`config.mk`:
```
export PLATFORM = sky130hd
export DESIGN_NAME = gray2_tmds_enc
export DESIGN_NICKNAME = d
export VERILOG_FILES = /design/src/rtl/gray2_tmds_pkg.sv /design/src/rtl/gray2_sym_lut.sv /design/src/rtl/gray2_pair_enc.sv /design/src/rtl/gray2_word_slicer.sv /design/src/rtl/gray2_tmds_enc.sv
export SDC_FILE = /design/constraint.sdc
export NUM_CORES = 1
export LEC_CHECK = 0
export ABC_AREA = 1
export CAP_MARGIN = 0
export CORE_MARGIN = 2
export CORE_UTILIZATION = 46
export DETAILED_ROUTE_END_ITERATION = 10
export PLACE_DENSITY = 0.8
export SLEW_MARGIN = 20
export SYNTH_ARGS = -nofsm -noshare
export SYNTH_HDL_FRONTEND = slang
export SYNTH_SLANG_ARGS = --single-unit
```
`constraint.sdc`:
```
create_clock -name clk -period 1.7 [get_ports clk]
set_input_delay 0.34 -clock clk [delete_from_list [all_inputs] [get_ports clk]]
set_output_delay 0.34 -clock clk [all_outputs]
set_load 0.02 [all_outputs]
```
`src/rtl/gray2_tmds_pkg.sv`:
```
package gray2_tmds_pkg;
  localparam int SYM_W = 10;
  localparam int LVL_W = 2;
  typedef logic [SYM_W-1:0] sym_t;

  // Fixed codeword for one pixel: level, x parity, codeword set.
  function automatic sym_t level_symbol(input logic [LVL_W-1:0] lvl,
                                        input logic odd, input logic flat);
    sym_t s;
    if (flat) begin
      case (lvl)
        2'd0:    s = 10'h1F0;
        2'd1:    s = 10'h263;
        2'd2:    s = 10'h163;
        default: s = 10'h2F0;
      endcase
    end else if (!odd) begin
      case (lvl)
        2'd0:    s = 10'h103;
        2'd1:    s = 10'h130;
        2'd2:    s = 10'h230;
        default: s = 10'h203;
      endcase
    end else begin
      case (lvl)
        2'd0:    s = 10'h1FC;
        2'd1:    s = 10'h1CF;
        2'd2:    s = 10'h2CF;
        default: s = 10'h2FC;
      endcase
    end
    return s;
  endfunction
endpackage

```
`src/rtl/gray2_sym_lut.sv`:
```
module gray2_sym_lut
  import gray2_tmds_pkg::*;
#(
  parameter bit ODD = 1'b0
) (
  input  logic [LVL_W-1:0] lvl,
  input  logic             flat,
  output sym_t             sym
);
  always_comb sym = level_symbol(lvl, ODD, flat);
endmodule

```
`src/rtl/gray2_pair_enc.sv`:
```
module gray2_pair_enc
  import gray2_tmds_pkg::*;
#(
  parameter int PIX_PER_BEAT = 2
) (
  input  logic [PIX_PER_BEAT*LVL_W-1:0] pix,
  input  logic                          flat,
  output logic [PIX_PER_BEAT*SYM_W-1:0] syms
);
  for (genvar p = 0; p < PIX_PER_BEAT; p++) begin : g_pix
    sym_t s;
    gray2_sym_lut #(.ODD(p % 2 == 1)) u_lut (
      .lvl  (pix[p*LVL_W +: LVL_W]),
      .flat (flat),
      .sym  (s)
    );
    assign syms[p*SYM_W +: SYM_W] = s;
  end
endmodule

```
`src/rtl/gray2_word_slicer.sv`:
```
module gray2_word_slicer #(
  parameter int IN_W   = 32,
  parameter int BEAT_W = 4
) (
  input  logic              clk,
  input  logic              rst_n,
  input  logic              in_valid,
  output logic              in_ready,
  input  logic [IN_W-1:0]   in_word,
  output logic              out_valid,
  input  logic              out_ready,
  output logic [BEAT_W-1:0] beat
);
  localparam int BEATS = IN_W / BEAT_W;
  localparam int IDX_W = (BEATS > 1) ? $clog2(BEATS) : 1;

  logic [IN_W-1:0]   word_q;
  logic [IDX_W-1:0]  idx_q;
  logic              busy_q;
  logic [BEAT_W-1:0] slices [BEATS];

  for (genvar k = 0; k < BEATS; k++) begin : g_slice
    assign slices[k] = word_q[k*BEAT_W +: BEAT_W];
  end

  logic out_fire, last_beat, in_fire;
  assign out_fire  = busy_q && out_ready;
  assign last_beat = (idx_q == IDX_W'(BEATS - 1));
  assign in_ready  = !busy_q || (out_fire && last_beat);
  assign in_fire   = in_valid && in_ready;
  assign out_valid = busy_q;
  assign beat      = slices[idx_q];

  always_ff @(posedge clk) begin
    if (!rst_n) begin
      word_q <= '0;
      idx_q  <= '0;
      busy_q <= 1'b0;
    end else if (in_fire) begin
      word_q <= in_word;
      idx_q  <= '0;
      busy_q <= 1'b1;
    end else if (out_fire) begin
      idx_q <= last_beat ? '0 : idx_q + 1'b1;
      if (last_beat) busy_q <= 1'b0;
    end
  end
endmodule

```
`src/rtl/gray2_tmds_enc.sv`:
```
module gray2_tmds_enc
  import gray2_tmds_pkg::*;
#(
  parameter int IN_W = 32
) (
  input  logic                 clk,
  input  logic                 rst_n,
  input  logic                 line_start,
  input  logic                 flat_mode,
  input  logic                 in_valid,
  output logic                 in_ready,
  input  logic [IN_W-1:0]      in_word,
  output logic                 out_valid,
  input  logic                 out_ready,
  output logic [2*SYM_W-1:0]   out_word
);
  localparam int BEAT_W = 2 * LVL_W;

  logic              flat_q;
  logic [BEAT_W-1:0] beat;

  always_ff @(posedge clk) begin
    if (!rst_n)          flat_q <= 1'b0;
    else if (line_start) flat_q <= flat_mode;
  end

  gray2_word_slicer #(.IN_W(IN_W), .BEAT_W(BEAT_W)) u_slicer (
    .clk       (clk),
    .rst_n     (rst_n),
    .in_valid  (in_valid),
    .in_ready  (in_ready),
    .in_word   (in_word),
    .out_valid (out_valid),
    .out_ready (out_ready),
    .beat      (beat)
  );

  gray2_pair_enc #(.PIX_PER_BEAT(2)) u_pair (
    .pix  (beat),
    .flat (flat_q),
    .syms (out_word)
  );
endmodule

```
### After elaboration in Yosys (flattened, before gate mapping)

Index checks and enable logic that the tools add are counted.
W data, S select, Z words.

| word-level totals | value |
|---|---|
| register bits after elaboration | 37 |
| input bits | 38 |
| output and inout port bits | 22 |
| word-level logic and storage cells | 37 |

| cells by class | value |
|---|---|
| $add $sub $neg | 1 |
| $lt $le $gt $ge | 1 |
| eq/ne operators | 5 |
| mux-type cells | 13 |
| bitwise gates (word level) | 2 |
| reductions and logical operators | 11 |

Operators with widths:

| cell | count |
|---|---|
| $pmux W10 S3 | 4 |
| $mux W10 | 2 |
| $bmux W4 S3 | 1 |
| $mux W4 | 2 |
| $eq A2 B1 Y1 const B | 2 |
| $eq A2 B2 Y1 const B | 2 |
| $ge A4 B4 Y1 const B | 1 |
| $logic_not A2 Y1 | 2 |
| $not A3 Y4 | 1 |
| $reduce_bool A2 Y1 | 2 |
| $add A3 B1 Y3 const B | 1 |
| $eq A3 B3 Y1 const B | 1 |
| $logic_and A1 B1 Y1 | 3 |
| $mux W1 | 3 |
| $mux W3 | 1 |
| $reduce_and A2 Y1 | 1 |
| $reduce_or A2 Y1 | 1 |
| $logic_not A1 Y1 | 1 |
| $logic_or A1 B1 Y1 | 1 |
| $not A1 Y1 | 1 |

### Depth between registers and ports, before layout

| depth | value |
|---|---|
| word-level depth | 7 |
| mapped depth | 11 |
| mapped depth without buffers | 9 |

### By module

Synthesis repeated with hierarchy kept, for this count alone.

| unflattened totals | value |
|---|---|
| cell total of the unflattened synthesis | 350 |
| area total of the unflattened synthesis | 2,239.6 um^2 |

Modules (own cells, without submodules):

| module | times used | cells an instance | area an instance (um^2) | seq. area each (um^2) |
|---|---|---|---|---|
| gray2_word_slicer | 1 | 305 | 1,996.9 | 720.7 |
| gray2_sym_lut (u_pair.g_pix[0].u_lut) | 1 | 22 | 111.4 | 0.0 |
| gray2_sym_lut (u_pair.g_pix[1].u_lut) | 1 | 17 | 90.1 | 0.0 |
| gray2_tmds_enc | 1 | 6 | 41.3 | 20.0 |

### Worst setup path before layout

Ideal clock, no wire load.

| path | value |
|---|---|
| kind | reg-to-output |
| start point | reg u_slicer.idx_q[1] |
| end point | out out_word[1] |
| arrival time | 1.550 ns |
| data required time | 1.360 ns |
| setup slack | -0.190 ns |
| stages on the path, launching flop included | 11 |
| path buffers | 2 |
| cell sequence | dfxtp_1 -> buf_6 -> inv_1 -> nand3_1 -> nand2_1 -> nand2_1 -> nand2_1 -> nand2_1 -> nand3_1 -> nand2_1 -> buf_4 |

| between the ends | value |
|---|---|
| longest elaborated chain between the ends | 7 |
| elaborated cells on any way between the ends | 10 |
| those cells by class | eq/ne: 2; mux: 6; bitwise: 1; reduce/logical: 1 |

Ends and longest elaborated chain:

| what | line | text |
|---|---|---|
| start: declaration | gray2_word_slicer.sv:18 | `logic [IDX_W-1:0] idx_q;` |
| start signal: assignment | gray2_word_slicer.sv:44 | `idx_q <= last_beat ? '0 : idx_q + 1'b1;` |
| $not A3 Y4 (not written as such) * | gray2_word_slicer.sv:32 | `assign beat = slices[idx_q];` |
| $bmux W4 S3 * | gray2_word_slicer.sv:32 |  |
| $mux W4 (not written as such) * (2 in series) | gray2_word_slicer.sv:32 |  |
| $eq A2 B2 Y1 (tied with other cells) | gray2_tmds_pkg.sv:11, gray2_tmds_pkg.sv:18 |  |
| $pmux W10 S3, on equally long branches | gray2_tmds_pkg.sv:18, gray2_tmds_pkg.sv:11 |  |
| $mux W10 * | gray2_tmds_pkg.sv:10 | `if (flat) begin` |
| end: declaration | gray2_tmds_enc.sv:15 | `output logic [2*SYM_W-1:0] out_word` |

Mark *: on every way between the ends. The rest lies on a longest branch, timed or not. The select of a mux whose other input is x is not followed.

### Worst setup path in the final report

| path | value |
|---|---|
| start point | reg u_slicer.idx_q[0] |
| end point | out out_word[1] |

Same word-level chain as after synthesis.

==> results.toml <==
[status]
outcome = "complete, but fails checks"
violations = "negative setup slack"

[routing]
drt-pass1-iter-count = 6
routed_wirelength_um = 8362
vias = 2577
routedWlPerCell_um = 19.45
route.antenna.remaining_nets = 0
drc = 0
routed_via_density = 5.993
drtIter0Drc = 376

[sta]
fin_crit_sh_pct = 125.2
timing_hold_violations_final = 0
fin_ws_ps = -428.5
fmax_mhz = 469.8
setup_violations = 50
drv_slew = 0
tns_ps = -12130
grt_setup_unrepaired = "true"
period_needed_ps = 2128
finClkSkew_ps = 11.40

[critical_path]
cp-end-kind = "output port"
start_kind = "register"
reg2reg_from = "u_slicer.idx_q[0]$_SDFFE_PP0N_"
worstPathArrival_ps = 1790
cp_cell_sequence = "buf_6 -> nand2_1 -> nand3_1 -> nand2_1 -> nand2_1 -> nand2_2 -> nand2_2 -> nand3_2 -> nand2_4 -> buf_6"
slowest_stage = "dfxtp_4"
cp_top_family = "simple AND/OR/NAND/NOR gates"
required_ps = 1360
max_stage_delay_ps = 410
startpoint = "u_slicer.idx_q[0]$_SDFFE_PP0N_"
path_buf_inv = 2
crit_top_cell = "nand2_1"
criticalPathCategory = "register to output port"
path_max_fanout = 8

[cts]
cts_tree = "built"
path_clk_slew_ps = 80
root_buffer = "clkbuf_8"
clk_path_buf_depth = 2
numCtsBuffers = 5
insertion_delay_ps = 300
htreeDepth = 2
cts_hold_buffers = 0
clock-sinks = 37

[global_routing]
grt_pass1_wl_um = 10520
antenna_found_initial = 0
grt_pass1_vias = 2229
grt_usage_pct = 31.20
grt_max_degree = 35
overflow = 0

[placement]
place_area_mm2 = 0.002684
gp_congestion = 0.9001
place_inst = 408
port_buffers = 56
dp_slack_ps = -427.7
dp_hpwl_um = 3598

[worst_hold_path]
hp-class = "register to register"
min-delay-start = "u_slicer.word_q[3]$_SDFFE_PN0P_"

[synthesis]
synthCells = 284
ys_types = 21
netlist_area_mm2 = 0.001868
avgSynthCellArea_um2 = 6.578
seq_area_frac_synth_pct = 39.65
synth_warnings = 0
ys_ff_latch = 37

[layout]
fin_area_mm2 = 0.003502
antennaDiodeCount = 0
layout_commonest_cell = "clkdlybuf4s50_1"
areaGrowthSynthToFinish_pct = 87.47
fin_cells = 430
drive_above_1_share_pct = 44.74
final_cell_mix = "37 x clkdlybuf4s50_1, 35 x dfxtp_1, 35 x buf_4"
fin_nets = 420
final_util_pct = 88.83

[power]
irDropWorstVdd_uv = 579.3
leakage_nw = 1.527
powerDensity_mw_per_mm2 = 753.5

[floorplan]
dieArea_mm2 = 0.004587
initial_core_util_pct = 47.38
core_area_mm2 = 0.003943
io_pins = 60
rows = 23
die_w_um = 67.73
die_h_um = 67.73

[run]
drv_cap = 0
==> worst min-delay path, stage by stage (launching register included) <==
cell	delay (ps)
dfxtp_1	330
nor2_2	100
nor2_1	40
==> power by group <==
part | internal (mW) | switching [mW]
combinational | 0.493 | 0.537
sequential | 0.934 | 0.0476
clock | 0.322 | 0.305
==> cell usage after synthesis, drive strengths merged <==
cell	count	area share (%)
buf	15	6.0
a21oi	23	6.2
nor2	47	9.4
nand3	23	6.4
nor3	1	0.27
dfxtp	37	40
clkinv	1	0.20
ha	2	1.3
nand2	60	13
o21ai	40	11
conb	2	0.40
inv	27	5.4
clkbuf	6	1.2
==> final timing paths <==
kind / to / slack, ps / depth (start not counted)
worst max register to register: u_slicer.word_q[30]$_SDFFE_PN0P_ / -280 / 12
worst max-delay path: out_word[1] / -430 / 10
worst min register to register: u_slicer.word_q[3]$_SDFFE_PN0P_ / 510 / 2
worst min-delay path: u_slicer.word_q[3]$_SDFFE_PN0P_ / 510 / 2
==> sequential cells by signal, summed over array words and instances, names as in the netlist <==
register            count
flat_q                  1
u_slicer.idx_q          3
u_slicer.out_valid      1
u_slicer.word_q        32
==> kinds of logic after synthesis <==
group                    synth area share (%)
AO/OA/AOI/OAI                           17.08
adder cells (fa/ha/maj)                 1.339
buffers and inverters                   12.79
flip-flops                              39.65
other                                  0.4020
AND/OR/NAND/NOR                         28.73
==> final cells by class <==
| class | instances | area (um^2) |
|---|---|---|
| Timing Repair inverter | 1 | 7.507 |
| Inverter | 28 | 113.9 |
| Timing Repair Buffer | 108 | 1175 |
| Clock buffer | 7 | 86.33 |
| Sequential cell | 37 | 745.7 |
| Tap cell | 50 | 62.56 |
| Multi-Input combinational cell | 199 | 1311 |
| Fill cell | 171 | 440.4 |
==> per-layer routing <==
metal | vias up | part of all wire [%] | global-route usage, %
li1 | 1086 | - | -
met1 | 1195 | 37 | 37.69
met2 | 233 | 47 | 53.80
met3 | 63 | 11 | 7.000
met4 | 0 | 5.3 | 11.22
met5 | - | 0 | 0
==> metrics by stage <==
stage	hold slack (ps)	total power, mW
3_5_place_dp	475.9	1.654
3_3_place_gp	466.7	1.636
6_report	507.9	2.639
2_1_floorplan	428.6	1.339
5_1_grt	511.7	2.727
4_1_cts	491.6	2.431
==> what timing repair did <==
action,in CTS,in global routing
pin swaps,12,20
cloned,6,0
gates resized for setup,150,87
setup buffers,9,0
endpoints found under the setup margin,51,51
Power figures use the tool's default switching activity.
